## config.mk

```make
export PLATFORM = sky130hd
export DESIGN_NAME = cal_write_lock
export DESIGN_NICKNAME = d
export VERILOG_FILES = /design/src/rtl/cal_lock_pkg.sv /design/src/rtl/cal_req_decode.sv /design/src/rtl/cal_window_timer.sv /design/src/rtl/cal_lock_fsm.sv /design/src/rtl/cal_we_gate.sv /design/src/rtl/cal_write_lock.sv
export SDC_FILE = /design/constraint.sdc
export NUM_CORES = 1
export LEC_CHECK = 0
export BUFFER_PORTS_ARGS = -buffer_cell sky130_fd_sc_hd__buf_2
export CAP_MARGIN = 20
export CORE_UTILIZATION = 50
export DETAILED_ROUTE_END_ITERATION = 12
export PLACE_DENSITY = 0.75
export SKIP_CTS_REPAIR_TIMING = 1
export SYNTH_ARGS = -nofsm -noshare
export SYNTH_HDL_FRONTEND = slang
export SYNTH_SLANG_ARGS = --single-unit
export TNS_END_PERCENT = 100
```

## constraint.sdc

```tcl
create_clock -name clk -period 3.3 [get_ports clk]
set_input_delay 0.66 -clock clk [delete_from_list [all_inputs] [get_ports clk]]
set_output_delay 0.66 -clock clk [all_outputs]
set_load 0.1 [all_outputs]
```

## src/rtl/cal_lock_pkg.sv

```systemverilog
package cal_lock_pkg;

    typedef enum logic [2:0] {
        ST_ARMED    = 3'd0,
        ST_WINDOW   = 3'd1,
        ST_UNLOCKED = 3'd2,
        ST_LOCKOUT  = 3'd3,
        ST_EXPIRED  = 3'd4
    } lock_state_e;

endpackage

```

## src/rtl/cal_req_decode.sv

```systemverilog
module cal_req_decode (
    input  logic [2:0] addr_sel,   // addr[5:3]
    input  logic       bus_en,
    output logic       req
);
    // Request code: bit5=1, bit4=1, bit3=0
    assign req = bus_en & addr_sel[2] & addr_sel[1] & ~addr_sel[0];
endmodule

```

## src/rtl/cal_window_timer.sv

```systemverilog
module cal_window_timer #(
    parameter int CNT_W = 14,
    parameter int SAT   = 8201
) (
    input  logic             clk,
    input  logic             rst_n,
    output logic [CNT_W-1:0] cnt
);
    localparam logic [CNT_W-1:0] SAT_V = CNT_W'(SAT);

    always_ff @(posedge clk) begin
        if (!rst_n)
            cnt <= '0;
        else if (cnt != SAT_V)
            cnt <= cnt + 1'b1;
    end

    p_timer_bound_r3: assert property (@(posedge clk) disable iff (!rst_n)
        cnt <= SAT_V);

    p_timer_step_r3: assert property (@(posedge clk) disable iff (!rst_n)
        (cnt != SAT_V) |=> (cnt == CNT_W'($past(cnt) + 1'b1)));
endmodule

```

## src/rtl/cal_lock_fsm.sv

```systemverilog
module cal_lock_fsm
    import cal_lock_pkg::*;
#(
    parameter int CNT_W     = 14,
    parameter int OPEN_CYC  = 8192,
    parameter int CLOSE_CYC = 8200
) (
    input  logic             clk,
    input  logic             rst_n,
    input  logic             req,
    input  logic [CNT_W-1:0] cnt,
    output logic             unlock_n
);
    localparam logic [CNT_W-1:0] OPEN_V    = CNT_W'(OPEN_CYC);
    localparam logic [CNT_W-1:0] OPEN_M1   = CNT_W'(OPEN_CYC - 1);
    localparam logic [CNT_W-1:0] CLOSE_V   = CNT_W'(CLOSE_CYC);

    lock_state_e state, state_nxt;

    // state register
    always_ff @(posedge clk) begin
        if (!rst_n)
            state <= ST_ARMED;
        else
            state <= state_nxt;
    end

    // transitions
    always_comb begin
        state_nxt = state;
        unique case (state)
            ST_ARMED: begin
                if (req)                  state_nxt = ST_LOCKOUT;   // early strobe
                else if (cnt == OPEN_M1)  state_nxt = ST_WINDOW;    // arm-to-window
            end
            ST_WINDOW: begin
                if (req)                  state_nxt = ST_UNLOCKED;  // accepted strobe
                else if (cnt == CLOSE_V)  state_nxt = ST_EXPIRED;   // window timeout
            end
            ST_UNLOCKED:                  state_nxt = ST_UNLOCKED;
            ST_LOCKOUT:                   state_nxt = ST_LOCKOUT;
            ST_EXPIRED:                   state_nxt = ST_EXPIRED;
            default:                      state_nxt = ST_LOCKOUT;
        endcase
    end

    // outputs
    always_comb begin
        unlock_n = (state != ST_UNLOCKED);
    end

    p_lockout_hold_r5: assert property (@(posedge clk) disable iff (!rst_n)
        (state == ST_LOCKOUT) |=> (state == ST_LOCKOUT));

    p_early_req_r5: assert property (@(posedge clk) disable iff (!rst_n)
        (req && cnt < OPEN_V) |=> unlock_n);

    p_late_req_r6: assert property (@(posedge clk) disable iff (!rst_n)
        (cnt > CLOSE_V && unlock_n) |=> unlock_n);

    p_in_window_r4: assert property (@(posedge clk) disable iff (!rst_n)
        (req && cnt >= OPEN_V && cnt <= CLOSE_V && state != ST_LOCKOUT) |=> !unlock_n);

    p_unlock_hold_r4: assert property (@(posedge clk) disable iff (!rst_n)
        !unlock_n |=> !unlock_n);
endmodule

```

## src/rtl/cal_we_gate.sv

```systemverilog
module cal_we_gate #(
    parameter int ADDR_W  = 16,
    parameter int PROT_LO = 'h0040,
    parameter int PROT_HI = 'h1FFF
) (
    input  logic [ADDR_W-1:0] addr,
    input  logic              wr_req,
    input  logic              unlock_n,
    output logic              ram_we
);
    localparam logic [ADDR_W-1:0] LO_V = ADDR_W'(PROT_LO);
    localparam logic [ADDR_W-1:0] HI_V = ADDR_W'(PROT_HI);

    logic in_prot;

    always_comb begin
        in_prot = (addr >= LO_V) && (addr <= HI_V);
        ram_we  = wr_req & (~in_prot | ~unlock_n);
    end
endmodule

```

## src/rtl/cal_write_lock.sv

```systemverilog
module cal_write_lock #(
    parameter int ADDR_W    = 16,
    parameter int OPEN_CYC  = 8192,
    parameter int CLOSE_CYC = 8200,
    parameter int PROT_LO   = 'h0040,
    parameter int PROT_HI   = 'h1FFF
) (
    input  logic              clk,
    input  logic              rst_n,
    input  logic [ADDR_W-1:0] addr,
    input  logic              bus_en,
    input  logic              wr_req,
    output logic              unlock_n,
    output logic              ram_we
);
    localparam int CNT_W = $clog2(CLOSE_CYC + 2);
    localparam int SAT   = CLOSE_CYC + 1;

    logic             req;
    logic [CNT_W-1:0] cnt;

    cal_req_decode u_dec (
        .addr_sel (addr[5:3]),
        .bus_en   (bus_en),
        .req      (req)
    );

    cal_window_timer #(.CNT_W(CNT_W), .SAT(SAT)) u_tmr (
        .clk   (clk),
        .rst_n (rst_n),
        .cnt   (cnt)
    );

    cal_lock_fsm #(.CNT_W(CNT_W), .OPEN_CYC(OPEN_CYC), .CLOSE_CYC(CLOSE_CYC)) u_fsm (
        .clk      (clk),
        .rst_n    (rst_n),
        .req      (req),
        .cnt      (cnt),
        .unlock_n (unlock_n)
    );

    cal_we_gate #(.ADDR_W(ADDR_W), .PROT_LO(PROT_LO), .PROT_HI(PROT_HI)) u_gate (
        .addr     (addr),
        .wr_req   (wr_req),
        .unlock_n (unlock_n),
        .ram_we   (ram_we)
    );

    p_we_guard_r7: assert property (@(posedge clk) disable iff (!rst_n)
        (wr_req && unlock_n && addr >= ADDR_W'(PROT_LO) && addr <= ADDR_W'(PROT_HI)) |-> !ram_we);

    p_we_pass_r8: assert property (@(posedge clk) disable iff (!rst_n)
        (wr_req && (addr < ADDR_W'(PROT_LO) || addr > ADDR_W'(PROT_HI))) |-> ram_we);
endmodule

```

==> reports/results.md, run 1 <==
| Parameter | This run |
|:---|:---|
| Status | finished, final reports clean |
| Clock sinks | 17 |
| Post-synth EDFFs | 0 |
| Commonest register cell after synthesis | sky130_fd_sc_hd__dfxtp_1 |
| Congestion Overflow GR | 0 |
| Number of buffers on the longest clock path | 2 |
| Yosys warning count | 0 |
| Ratio of final minimum period to clock period | 72.6% |
| Post-Syn Nets | 128 |
| Total setup violations reported at the end of the flow | 0 |
| Crit path setup slack, layout | 0.906 ns |
| Quantity of I/O buffers inserted on ports | 18 |
| Antenna cell count | 0 |
| Time the final worst path needs with I/O delays and setup | 2.39 ns |
| Pins over their slew limit | 0 |
| Buffer cell driving the clock tree root | sky130_fd_sc_hd__clkbuf_4 |
| Placed instance count | 147 |
| Lkg Pwr | 0.000429 uW |
| Number of rows created at floorplan | 15 |
| Complex-gate fraction of the synthesized area | 7.70% |
| Clk slew on worst S/H paths | 0.10 ns |
| Post-Syn Instances | 105 |
| Post-synthesis sequential area ratio | 36.1% |
| Placeable core region | 0.00175 mm2 |
| Asr flop ratio synth | 0% |
| First-pass GRT wire length | 2.92 mm |
| Effective utilization at floorplan | 54.0% |
| Post-route non-filler standard cell count | 151 |
| Max-cap check violation count | 0 |
| Actual transition at the worst max-transition pin | 0.487 ns |
| Synth Area in Adders | 3.98% |
| DRC errors left | 0 |
| Type of the most critical hold path | flop to flop |
| Final non-filler cell area | 0.00109 mm2 |
| WP data required | 2.64 ns |
| Dpl hpwl | 1.29 mm |
| Pre-CTS WS | 0.929 ns |
| Delay of the slowest critical-path stage | 0.48 ns |
| Number of nets in the final layout | 150 |
| List of cells traversed by the critical path | or3b_2 > a31oi_2 > buf_2 |
| Depth of the CTS H-tree | 1 |
| Total routing usage reported by global routing | 19.5% |
| Slowest library cell on the worst path | sky130_fd_sc_hd__or3b_2 |
| Number of synthesized register bits | 17 |
| Peak ir drop on the vdd network | 250 uV |
| Synthesis-to-layout area growth | 15.9% |
| Maximum net fanout on the critical path | 4 |
| Share of cell area taken by muxes after synthesis | 2.12% |
| Worst clock skew | 0.00267 ns |
| Floorplan die area | 0.00206 mm2 |
| Inserted Clock Buffers | 3 |
| Summed negative setup slack over all endpoints | 0 ns |
| Fmax | 418 MHz |
| Cell area after synthesis | 942 um2 |
| Number of violations reported at the end of detailed-routing iteration 0 | 5 |
| Final routed wirelength across all metal layers | 1.70 mm |
| Placement Cell Area | 0.00107 mm2 |
| Synth Area in XOR/XNOR | 9.30% |
| Largest net degree at the start of global routing | 17 |
| Average wire length per cell after detail routing | 11.3 um |
| Number of iterations in the first detailed-routing pass | 4 |
| Average cell area after synthesis | 8.97 um2 |
| Worst Path Class, Setup | flop to output port |
| Boundary Pins | 22 |
| Data arrival, critical path | 1.73 ns |
| Via count of the first global-routing pass | 732 |
| Internal reg-to-reg setup slack | 1.62 ns |
| Post-route ant nets | 0 |
| Simple-gate area share of the yosys netlist | 38.4% |
| Count of unique library cells instantiated by Yosys | 34 |
| Final number of hold-violating endpoints | 0 |
| Hold_ws | 0.486 ns |
| CP endpoint kind | output port |
| Critical Path Start Type | flop |
| Placer congestion estimate | 0.797 |
| Unrepaired setup endpoints after global routing | no |
| Largest family of logic cells by synthesized area | simple AND/OR/NAND/NOR gates |
| Routed via count divided by cell count | 5.34 |
| Die extent in y | 45.4 um |
| Remaining max-slew budget at the tightest pin | 67.8% |
| Proportion of layout cells with a drive suffix above 1 | 21.4% |
| Number of antenna violations at the first check in global routing | 0 |
| Via total after detailed routing | 806 |
| Clock insertion delay at the later pin of the skew report | 0.29 ns |
| Cell Pwr Density | 335 mW/mm2 |
| Overall die width | 45.4 um |
| TritonCTS clock tree | built |
## metal layers
metal | up-vias | global-route usage (%) | part of all wire (%)
met3 | 2 | 7.14 | 3.8
met1 | 376 | 22.5 | 46
met4 | 0 | 3.64 | 0.65
li1 | 415 | - | -
met2 | 13 | 34.3 | 49
met5 | - | 0 | 0
## where the power goes
part	switching [uW]	leakage, uW	total (uW)	internal (uW)
sequential	4.89	0.000138	214	209
clock	66.0	0.0000150	113	47.1
combinational	21.4	0.000276	39.3	17.9
## registers in the layout, indices dropped and copies added (netlist names)
| register | count |
|---|---|
| u_tmr.cnt | 14 |
| u_fsm.state | 3 |
## critical path: cells and delay by family, from the launching register on
family,cells,cell delay [ns]
simple gates,1,0.48
buf+inv,1,0.44
flops,1,0.39
compound gates,1,0.13
## cell usage after synthesis (all sizes together), types with 4 or more instances
cell,n,share of area (%)
and2,9,6.0
dfxtp,17,36
inv,5,2.0
nand2,5,2.0
nand3,6,3.2
nor2,5,2.0
nor3,8,4.2
nor4,4,2.7
xnor2,5,4.6
xor2,5,4.6
## final cells by class
class	instances	area, um2
flip-flops and latches	17	340
repair buffers	18	90.1
well taps	25	31.3
clock buffers	4	26.3
fillers	164	653
multi-input cells	82	586
inverters	5	18.8
## final timing paths
| kind | start | to | cells past startpoint |
|---|---|---|---|
| setup / recovery | u_fsm.state[1] | ram_we | 3 |
| setup reg to reg | u_tmr.cnt[0] | u_fsm.state[0] | 5 |
| hold / removal | u_tmr.cnt[13] | u_tmr.cnt[13] | 2 |
| hold reg to reg | u_tmr.cnt[13] | u_tmr.cnt[13] | 2 |
## placed cells by master (no fill, tap or decap), drive strengths merged, types with 2 or more instances in the layout
| cell type | instances |
|---|---|
| ha | 3 |
| xnor2 | 5 |
| and2 | 9 |
| xor2 | 5 |
| nor3 | 8 |
| clkbuf | 4 |
| nor3b | 2 |
| nor4 | 4 |
| mux2i | 2 |
| dfxtp | 17 |
| a21boi | 3 |
| or3 | 2 |
| inv | 5 |
| buf | 18 |
| nand4 | 3 |
| nand2 | 5 |
| nor2 | 5 |
| nand3 | 6 |
| a21oi | 3 |
| o21ai | 2 |
| nand3b | 2 |
## per-stage QoR
stage / utilization, % / total power, uW
floorplan: - / 243
global placement: 61.1 / 257
detailed placement: 61.1 / 258
CTS: 62.6 / 374
global route: 62.6 / 387
finish: 62.6 / 366
## cells by family (layout without fill, tap and decap cells)
logic type | Yosys count | after routing
compound gates | 11 | 11
xor+xnor | 10 | 10
fa+ha+maj | 3 | 3
buf+inv | 6 | 27
flops | 17 | 17
mux | 2 | 2
simple gates | 56 | 56
Power figures use the tool's default switching activity.
==> run 2, diff against run 1 <==
ABC_AREA = 1   (was default)
clock period = 2.5 ns   (was 3.3 ns; I/O delays follow)
==> run 2 against run 1 <==
Against the previous run:
- utilization is 0.43 points higher
- count of clock-buffer cells in the layout unchanged
- register-to-register slack lost 0.55 ns
- die area grew 0.24%
- critical path depth rose by 2
- combinational power is 93% higher
- setup slack lost 0.41 ns
==> reports/results.md, run 2 <==
| Parameter | This run | vs previous |
|:---|:---|:---|
| Slowest library cell on the worst path | sky130_fd_sc_hd__buf_2 |  |
| Number of synthesized register bits | 17 | unchanged |
| Post-Syn Nets | 168 | +31% |
| Pins over their slew limit | 0 | unchanged |
| Average wire length per cell after detail routing | 10.1 um | -11% |
| Time the final worst path needs with I/O delays and setup | 2.00 ns |  |
| Floorplan die area | 0.00207 mm2 | +0.24% |
| Buffer cell driving the clock tree root | sky130_fd_sc_hd__clkbuf_4 |  |
| Via total after detailed routing | 924 | +15% |
| Number of rows created at floorplan | 15 | unchanged |
| Via count of the first global-routing pass | 819 | +12% |
| Total setup violations reported at the end of the flow | 0 | unchanged |
| Max-cap check violation count | 0 | unchanged |
| Status | finished, final reports clean |  |
| Count of cell instances traversed by the critical path | 5 | +2 |
| Number of cells on the worst reg-to-reg path | 8 | +3 |
| Number of buffers on the longest clock path | 2 | unchanged |
| Number of fill cells in the layout | 179 | +9.1% |
| Largest family of logic cells by synthesized area | simple AND/OR/NAND/NOR gates |  |
| Number of nets in the final layout | 190 | +27% |
| Inserted Clock Buffers | 3 | unchanged |
| Synth cell count leaders | sky130_fd_sc_hd__nand2_1, sky130_fd_sc_hd__nor2_1, sky130_fd_sc_hd__inv_1 |  |
| Cell area after synthesis | 945 um2 | +0.27% |
| Yosys top cell by area | sky130_fd_sc_hd__dfxtp_1 |  |
| Post-Syn Instances | 145 | +38% |
| Synth Area in XOR/XNOR | 0.927% | -8.4 points |
| Peak ir drop on the vdd network | 260 uV | +4.2% |
| Critical Path Start Type | primary input |  |
| Area share of the largest cell type after synthesis | 36.0% | -0.096 points |
| Delay of the slowest critical-path stage | 0.42 ns | -0.06 ns |
| Flip-flop count of the largest register, all copies and words added | 14 | unchanged |
| Congestion Overflow GR | 0 | unchanged |
| Final routed wirelength across all metal layers | 1.92 mm | +13% |
| Number of antenna violations at the first check in global routing | 0 | unchanged |
| Unrepaired setup endpoints after global routing | no |  |
| Total area of multi-input combinational cells | 544 um2 | -7.1% |
| Reg2reg end | u_fsm.state[0] |  |
| Summed negative setup slack over all endpoints | 0 ns | unchanged |
| Synth Area in Adders | 3.97% | -0.011 points |
| Simple-gate area share of the yosys netlist | 38.9% | +0.56 points |
| Data arrival, critical path | 1.50 ns | -0.23 ns |
| Proportion of layout cells with a drive suffix above 1 | 18.1% | -3.4 points |
| Ratio of final minimum period to clock period | 80.2% |  |
| Quantity of I/O buffers inserted on ports | 18 | unchanged |
| Top area cells in the synthesized netlist | sky130_fd_sc_hd__dfxtp_1, sky130_fd_sc_hd__nand2_1, sky130_fd_sc_hd__nor2_1, sky130_fd_sc_hd__a21oi_1, sky130_fd_sc_hd__inv_1 |  |
| Share of cell area taken by muxes after synthesis | 0% | -2.1 points |
| Capturing element of the worst setup path | ram_we |  |
| Largest net degree at the start of global routing | 11 | -6 |
| Maximum net fanout on the critical path | 1 | -3 |
| Startpoint of the most critical setup path | addr[12] |  |
| Actual transition at the worst max-transition pin | 0.483 ns | -0.00416 ns |
| Dpl hpwl | 1.55 mm | +21% |
| Final number of hold-violating endpoints | 0 | unchanged |
| List of cells traversed by the critical path | buf_2 > nor4_1 > a21oi_1 > nor2_4 > buf_2 |  |
| Post-route ant nets | 0 | unchanged |
| Commonest non-fill, non-tap cell in the layout | sky130_fd_sc_hd__nand2_1 |  |
| Synthesis-to-layout area growth | 16.4% |  |
| WP data required | 2.00 ns | -0.64 ns |
| Routed via count divided by cell count | 4.84 | -9.4% |
| Commonest register cell after synthesis | sky130_fd_sc_hd__dfxtp_1 |  |
| Number of iterations in the first detailed-routing pass | 4 | unchanged |
| Worst Path Class, Setup | primary input to output port |  |
| Yosys warning count | 0 | unchanged |
| CP endpoint kind | output port |  |
| Clk slew on worst S/H paths | 0.09 ns | about the same |
| Depth of the CTS H-tree | 1 | unchanged |
| Most frequent cell after synthesis | sky130_fd_sc_hd__nand2_1 |  |
| Worst clock skew | 0.00378 ns | +0.00110 ns |
| Post-synth EDFFs | 0 | unchanged |
| Most used cell along the critical path | sky130_fd_sc_hd__buf_2 |  |
| Internal reg-to-reg setup slack | 1.07 ns | -0.55 ns |
| Type of the most critical hold path | flop to flop |  |
| Most frequent cells in the layout | sky130_fd_sc_hd__nand2_1, sky130_fd_sc_hd__nor2_1, sky130_fd_sc_hd__inv_1, sky130_fd_sc_hd__buf_2, sky130_fd_sc_hd__dfxtp_1 |  |
| Number of violations reported at the end of detailed-routing iteration 0 | 15 | +10 |
| Fmax | 499 MHz |  |
| Startpoint of the lowest-slack register-to-register path | u_tmr.cnt[0] |  |
| Placeable core region | 0.00175 mm2 | unchanged |
| Clock insertion delay at the later pin of the skew report | 0.28 ns | about the same |
| Kind of cell adding the most delay to the critical path | buffers and inverters |  |
| Remaining max-slew budget at the tightest pin | 68.0% | +0.28 points |
| Clock sinks | 17 | unchanged |
| DRC errors left | 0 | unchanged |
| Boundary Pins | 22 | unchanged |
| Total routing usage reported by global routing | 21.4% | +1.9 points |
| Area taken by flip-flops and latches | 340 um2 | unchanged |
| Asr flop ratio synth | 0% | unchanged |
| TritonCTS clock tree | built |  |
| Biggest regs | u_tmr.cnt: 14 flops, u_fsm.state: 3 flops |  |
| Buffer and inverter count on the worst path | 2 | +1 |
| Count of unique library cells instantiated by Yosys | 20 | -41% |
| First-pass GRT wire length | 3.26 mm | +12% |
| Average cell area after synthesis | 6.51 um2 | -27% |
| Cell Pwr Density | 460 mW/mm2 | +37% |
| Overall power | 506 uW | +38% |
| Effective utilization at floorplan | 54.1% | +0.14 points |
| Complex-gate fraction of the synthesized area | 12.5% | +4.7 points |
| Lkg Pwr | 0.000450 uW | +5.0% |
| Overall die width | 45.5 um | +0.12% |
| Die extent in y | 45.5 um | +0.12% |
| Placer congestion estimate | 0.792 | -0.68% |
| Top register by number of flip-flops | u_tmr.cnt |  |
| Post-synthesis sequential area ratio | 36.0% | -0.096 points |
| Antenna cell count | 0 | unchanged |
[run 2: cell count changes in the layout (fill, tap and decap cells not counted), sizes merged, moves of 3 or more]
cell	before	now
a21boi	3	0
nor2	5	28
a21oi	3	15
xor2	5	1
xnor2	5	0
inv	5	18
nand2	5	30
and2	9	0
nand3	6	13
o21ai	2	7
nor4	4	1
[run 2: power breakdown]
part	switching (uW)	internal, uW
registers	9.11	278
logic	48.0	27.8
clock network	81.3	61.9
total	138	368
[run 2: final cells by class]
type / instances / share of cell area [%]
well taps: 25 / 2.84
inverters: 18 / 6.14
flip-flops and latches: 17 / 30.9
repair buffers: 18 / 8.19
multi-input cells: 109 / 49.5
clock buffers: 4 / 2.39
[run 2: stage by stage]
step           util, %  std cells  instance area [um2]  setup WS, ns  hold slack, ns
2_1_floorplan        -        145                  957         0.346           0.452
3_3_place_gp      61.5        187                 1070         0.506           0.464
3_5_place_dp      61.5        187                 1070         0.491           0.478
4_1_cts           63.0        191                 1100         0.491           0.488
5_1_grt           63.0        191                 1100         0.418           0.505
6_report          63.0        191                 1100         0.496           0.490
[run 2: tightest hold or removal path, cell delays in order, from the launching register on]
cell and delay [ns]:
sky130_fd_sc_hd__dfxtp_1 0.34, sky130_fd_sc_hd__nand2_1 0.07, sky130_fd_sc_hd__a21oi_1 0.05
[run 2: cell families after synthesis]
group | Yosys count
AOI/OAI and AO/OA | 23
xor gates and xnor gates | 1
adders and majority gates | 3
buffers and inverters | 19
DFF | 17
and+or+nand+nor | 82
[run 2: worst min path at each step]
| stage | endpoint | slack [ns] | startpoint | cells past startpoint |
|---|---|---|---|---|
| after floorplan | u_tmr.cnt[13] | 0.45 | u_tmr.cnt[13] | 2 |
| after global placement | u_tmr.cnt[13] | 0.46 | u_tmr.cnt[13] | 2 |
| after detailed placement | u_tmr.cnt[13] | 0.48 | u_tmr.cnt[13] | 2 |
| after CTS | u_tmr.cnt[13] | 0.49 | u_tmr.cnt[13] | 2 |
| after global routing | u_tmr.cnt[13] | 0.51 | u_tmr.cnt[13] | 2 |
| final | u_tmr.cnt[13] | 0.49 | u_tmr.cnt[13] | 2 |
[run 2: layer usage]
| layer | GRT usage [%] | share of wire (%) | vias to the layer above |
|---|---|---|---|
| li1 | - | - | 508 |
| met2 | 34.9 | 50 | 3 |
| met1 | 28.4 | 49 | 411 |
| met3 | 3.57 | 1.1 | 2 |
| met4 | 7.27 | 0.62 | 0 |
| met5 | 0 | 0 | - |
==> run 3, diff against run 2 <==
clock period = 2 ns   (was 2.5 ns; I/O delays follow)
==> run 3 against run 2 <==
Against the previous run:
- clock skew decreased by 0.0030 ns
- critical endpoint unchanged
- wire length shrank 0.68%
- via count up 0.43%
- setup slack lost 0.28 ns
- largest power group unchanged
- sequential cell count unchanged
- largest cell class unchanged
- count of clock-buffer cells in the layout did not move
- register-to-register slack lost 0.48 ns
==> reports/results.md, run 3 (synthesis gave the netlist of run 2 again) <==
| Parameter | This run | vs previous |
|:---|:---|:---|
| Status | finished, final reports clean |  |
| Floorplan die area | 0.00207 mm2 | unchanged |
| Clock sinks | 17 | unchanged |
| Via count of the first global-routing pass | 744 | -9.2% |
| Congestion Overflow GR | 0 | unchanged |
| Internal reg-to-reg setup slack | 0.59 ns | -0.48 ns |
| Cell Pwr Density | 580 mW/mm2 | +26% |
| Post-route ant nets | 0 | unchanged |
| Hold Crit Start | rst_n |  |
| Biggest regs | u_tmr.cnt: 14 flops, u_fsm.state: 3 flops |  |
| Effective utilization at floorplan | 54.1% | unchanged |
| Kind of cell adding the most delay to the critical path | flip-flops |  |
| Number of violations reported at the end of detailed-routing iteration 0 | 18 | +3 |
| Number of rows created at floorplan | 15 | unchanged |
| Synthesis-to-layout area growth | 18.8% |  |
| Final routed wirelength across all metal layers | 1.91 mm | -0.68% |
| Number of buffers on the longest clock path | 2 | unchanged |
| Via total after detailed routing | 928 | +0.43% |
| Met3 layer usage reported by global route | 2.38% | -1.2 points |
| Buffer cell driving the clock tree root | sky130_fd_sc_hd__clkbuf_4 |  |
| TritonCTS clock tree | built |  |
| Critical Path Start Type | flop |  |
| Clock insertion delay at the later pin of the skew report | 0.29 ns | about the same |
| First-pass GRT wire length | 2.95 mm | -9.5% |
| Flip-flop count of the largest register, all copies and words added | 14 | unchanged |
| Area taken by flip-flops and latches | 340 um2 | unchanged |
| Slowest library cell on the worst path | sky130_fd_sc_hd__dfxtp_1 |  |
| Grt met1 use | 26.0% | -2.4 points |
| Largest net degree at the start of global routing | 11 | unchanged |
| CP endpoint kind | output port |  |
| Remaining max-slew budget at the tightest pin | 68.1% | about the same |
| Depth of the CTS H-tree | 1 | unchanged |
| Most frequent cells in the layout | sky130_fd_sc_hd__nand2_1, sky130_fd_sc_hd__nor2_1, sky130_fd_sc_hd__inv_1 |  |
| Placer congestion estimate | 0.829 | +4.7% |
| Fmax | 562 MHz |  |
| Number of fill cells in the layout | 166 | -7.3% |
| WP data required | 1.60 ns | -0.40 ns |
| Post-layout utilization of the core | 64.3% | +1.3 points |
| Maximum net fanout on the critical path | 4 | +3 |
| Worst clock skew | 0.000754 ns | -0.00302 ns |
| Antenna cell count | 0 | unchanged |
| Boundary Pins | 22 | unchanged |
| Total routing usage reported by global routing | 19.6% | -1.8 points |
| Average wire length per cell after detail routing | 10.0 um | -0.68% |
| Met2 track demand over resource in global routing | 30.6% | -4.3 points |
| List of cells traversed by the critical path | inv_1 > nand3_4 > nand2_1 > a21oi_1 > nor2_4 > buf_12 |  |
| Number of iterations in the first detailed-routing pass | 4 | unchanged |
| Commonest non-fill, non-tap cell in the layout | sky130_fd_sc_hd__nand2_1 |  |
| Final number of hold-violating endpoints | 0 | unchanged |
| Quantity of I/O buffers inserted on ports | 18 | unchanged |
| Summed negative setup slack over all endpoints | 0 ns | unchanged |
| Die extent in y | 45.5 um | unchanged |
| Dpl hpwl | 1.48 mm | -4.5% |
| Unrepaired setup endpoints after global routing | no |  |
| Overall die width | 45.5 um | unchanged |
| Clk slew on worst S/H paths | 0.10 ns | about the same |
| Max-cap check violation count | 0 | unchanged |
| Number of nets in the final layout | 190 | unchanged |
| Type of the most critical hold path | primary input to flop |  |
| Actual transition at the worst max-transition pin | 0.482 ns | -0.000349 ns |
| Total area of multi-input combinational cells | 552 um2 | +1.4% |
| Worst Path Class, Setup | flop to output port |  |
| Buffer and inverter count on the worst path | 2 | unchanged |
| Global route hottest layer | met2 |  |
| Number of antenna violations at the first check in global routing | 0 | unchanged |
| Inserted Clock Buffers | 3 | unchanged |
| Top register by number of flip-flops | u_tmr.cnt |  |
| DRC errors left | 0 | unchanged |
| Proportion of layout cells with a drive suffix above 1 | 18.1% | unchanged |
| Startpoint of the most critical setup path | u_fsm.state[2] |  |
| Routed via count divided by cell count | 4.86 | +0.43% |
| Lkg Pwr | 0.000457 uW | +1.5% |
| Startpoint of the lowest-slack register-to-register path | u_tmr.cnt[0] |  |
| Total setup violations reported at the end of the flow | 0 | unchanged |
| Time the final worst path needs with I/O delays and setup | 1.78 ns |  |
| Delay of the slowest critical-path stage | 0.39 ns | -0.03 ns |
| Pins over their slew limit | 0 | unchanged |
| Ratio of final minimum period to clock period | 89.0% |  |
| Data arrival, critical path | 1.38 ns | -0.12 ns |
| Placeable core region | 0.00175 mm2 | unchanged |
| Peak ir drop on the vdd network | 311 uV | +20% |
run 3: cell counts in the layout (fill, tap and decap cells not counted):
Identical to the previous run, type by type.
run 3: metrics by stage:
step	cells	hold slack [ns]	setup slack, ns	total power (uW)	cell area, um2
after floorplan	145	0.452	0.136	435	965
after global placement	187	0.464	0.392	464	1100
after detailed placement	187	0.475	0.358	469	1100
after CTS	191	0.414	0.232	652	1120
after global routing	191	0.433	0.149	673	1120
final	191	0.408	0.220	651	1120
run 3: worst min-delay path, delay by kind of cell:
kind | cells | cell delay, ns
AND/OR/NAND/NOR | 2 | 0.11
buffers and inverters | 1 | 0.16
run 3: layout make-up:
cell class	instances	area share, %
Timing Repair Buffer	18	9.36
Multi-Input combinational cell	109	49.2
Sequential cell	17	30.3
Inverter	18	6.02
Clock buffer	4	2.34
Tap cell	25	2.79
run 3: routing by layer:
metal | vias up | routed length [um]
li1 | 508 | -
met1 | 403 | 935
met2 | 12 | 891
met3 | 5 | 46
met4 | 0 | 36
met5 | - | 0
run 3: path summary, 6_finish.rpt:
check	end	cells past startpoint
min reg2reg	u_tmr.cnt[13]	2
max reg2reg	u_fsm.state[0]	8
min	u_tmr.cnt[9]	3
max	ram_we	6
run 3: power breakdown:
| group | internal, uW | switching (uW) | leakage (uW) |
|---|---|---|---|
| sequential | 347 | 12.1 | 0.000138 |
| clock | 77.7 | 112 | 0.0000150 |
| combinational | 40.1 | 62.0 | 0.000304 |
| total | 465 | 186 | 0.000457 |
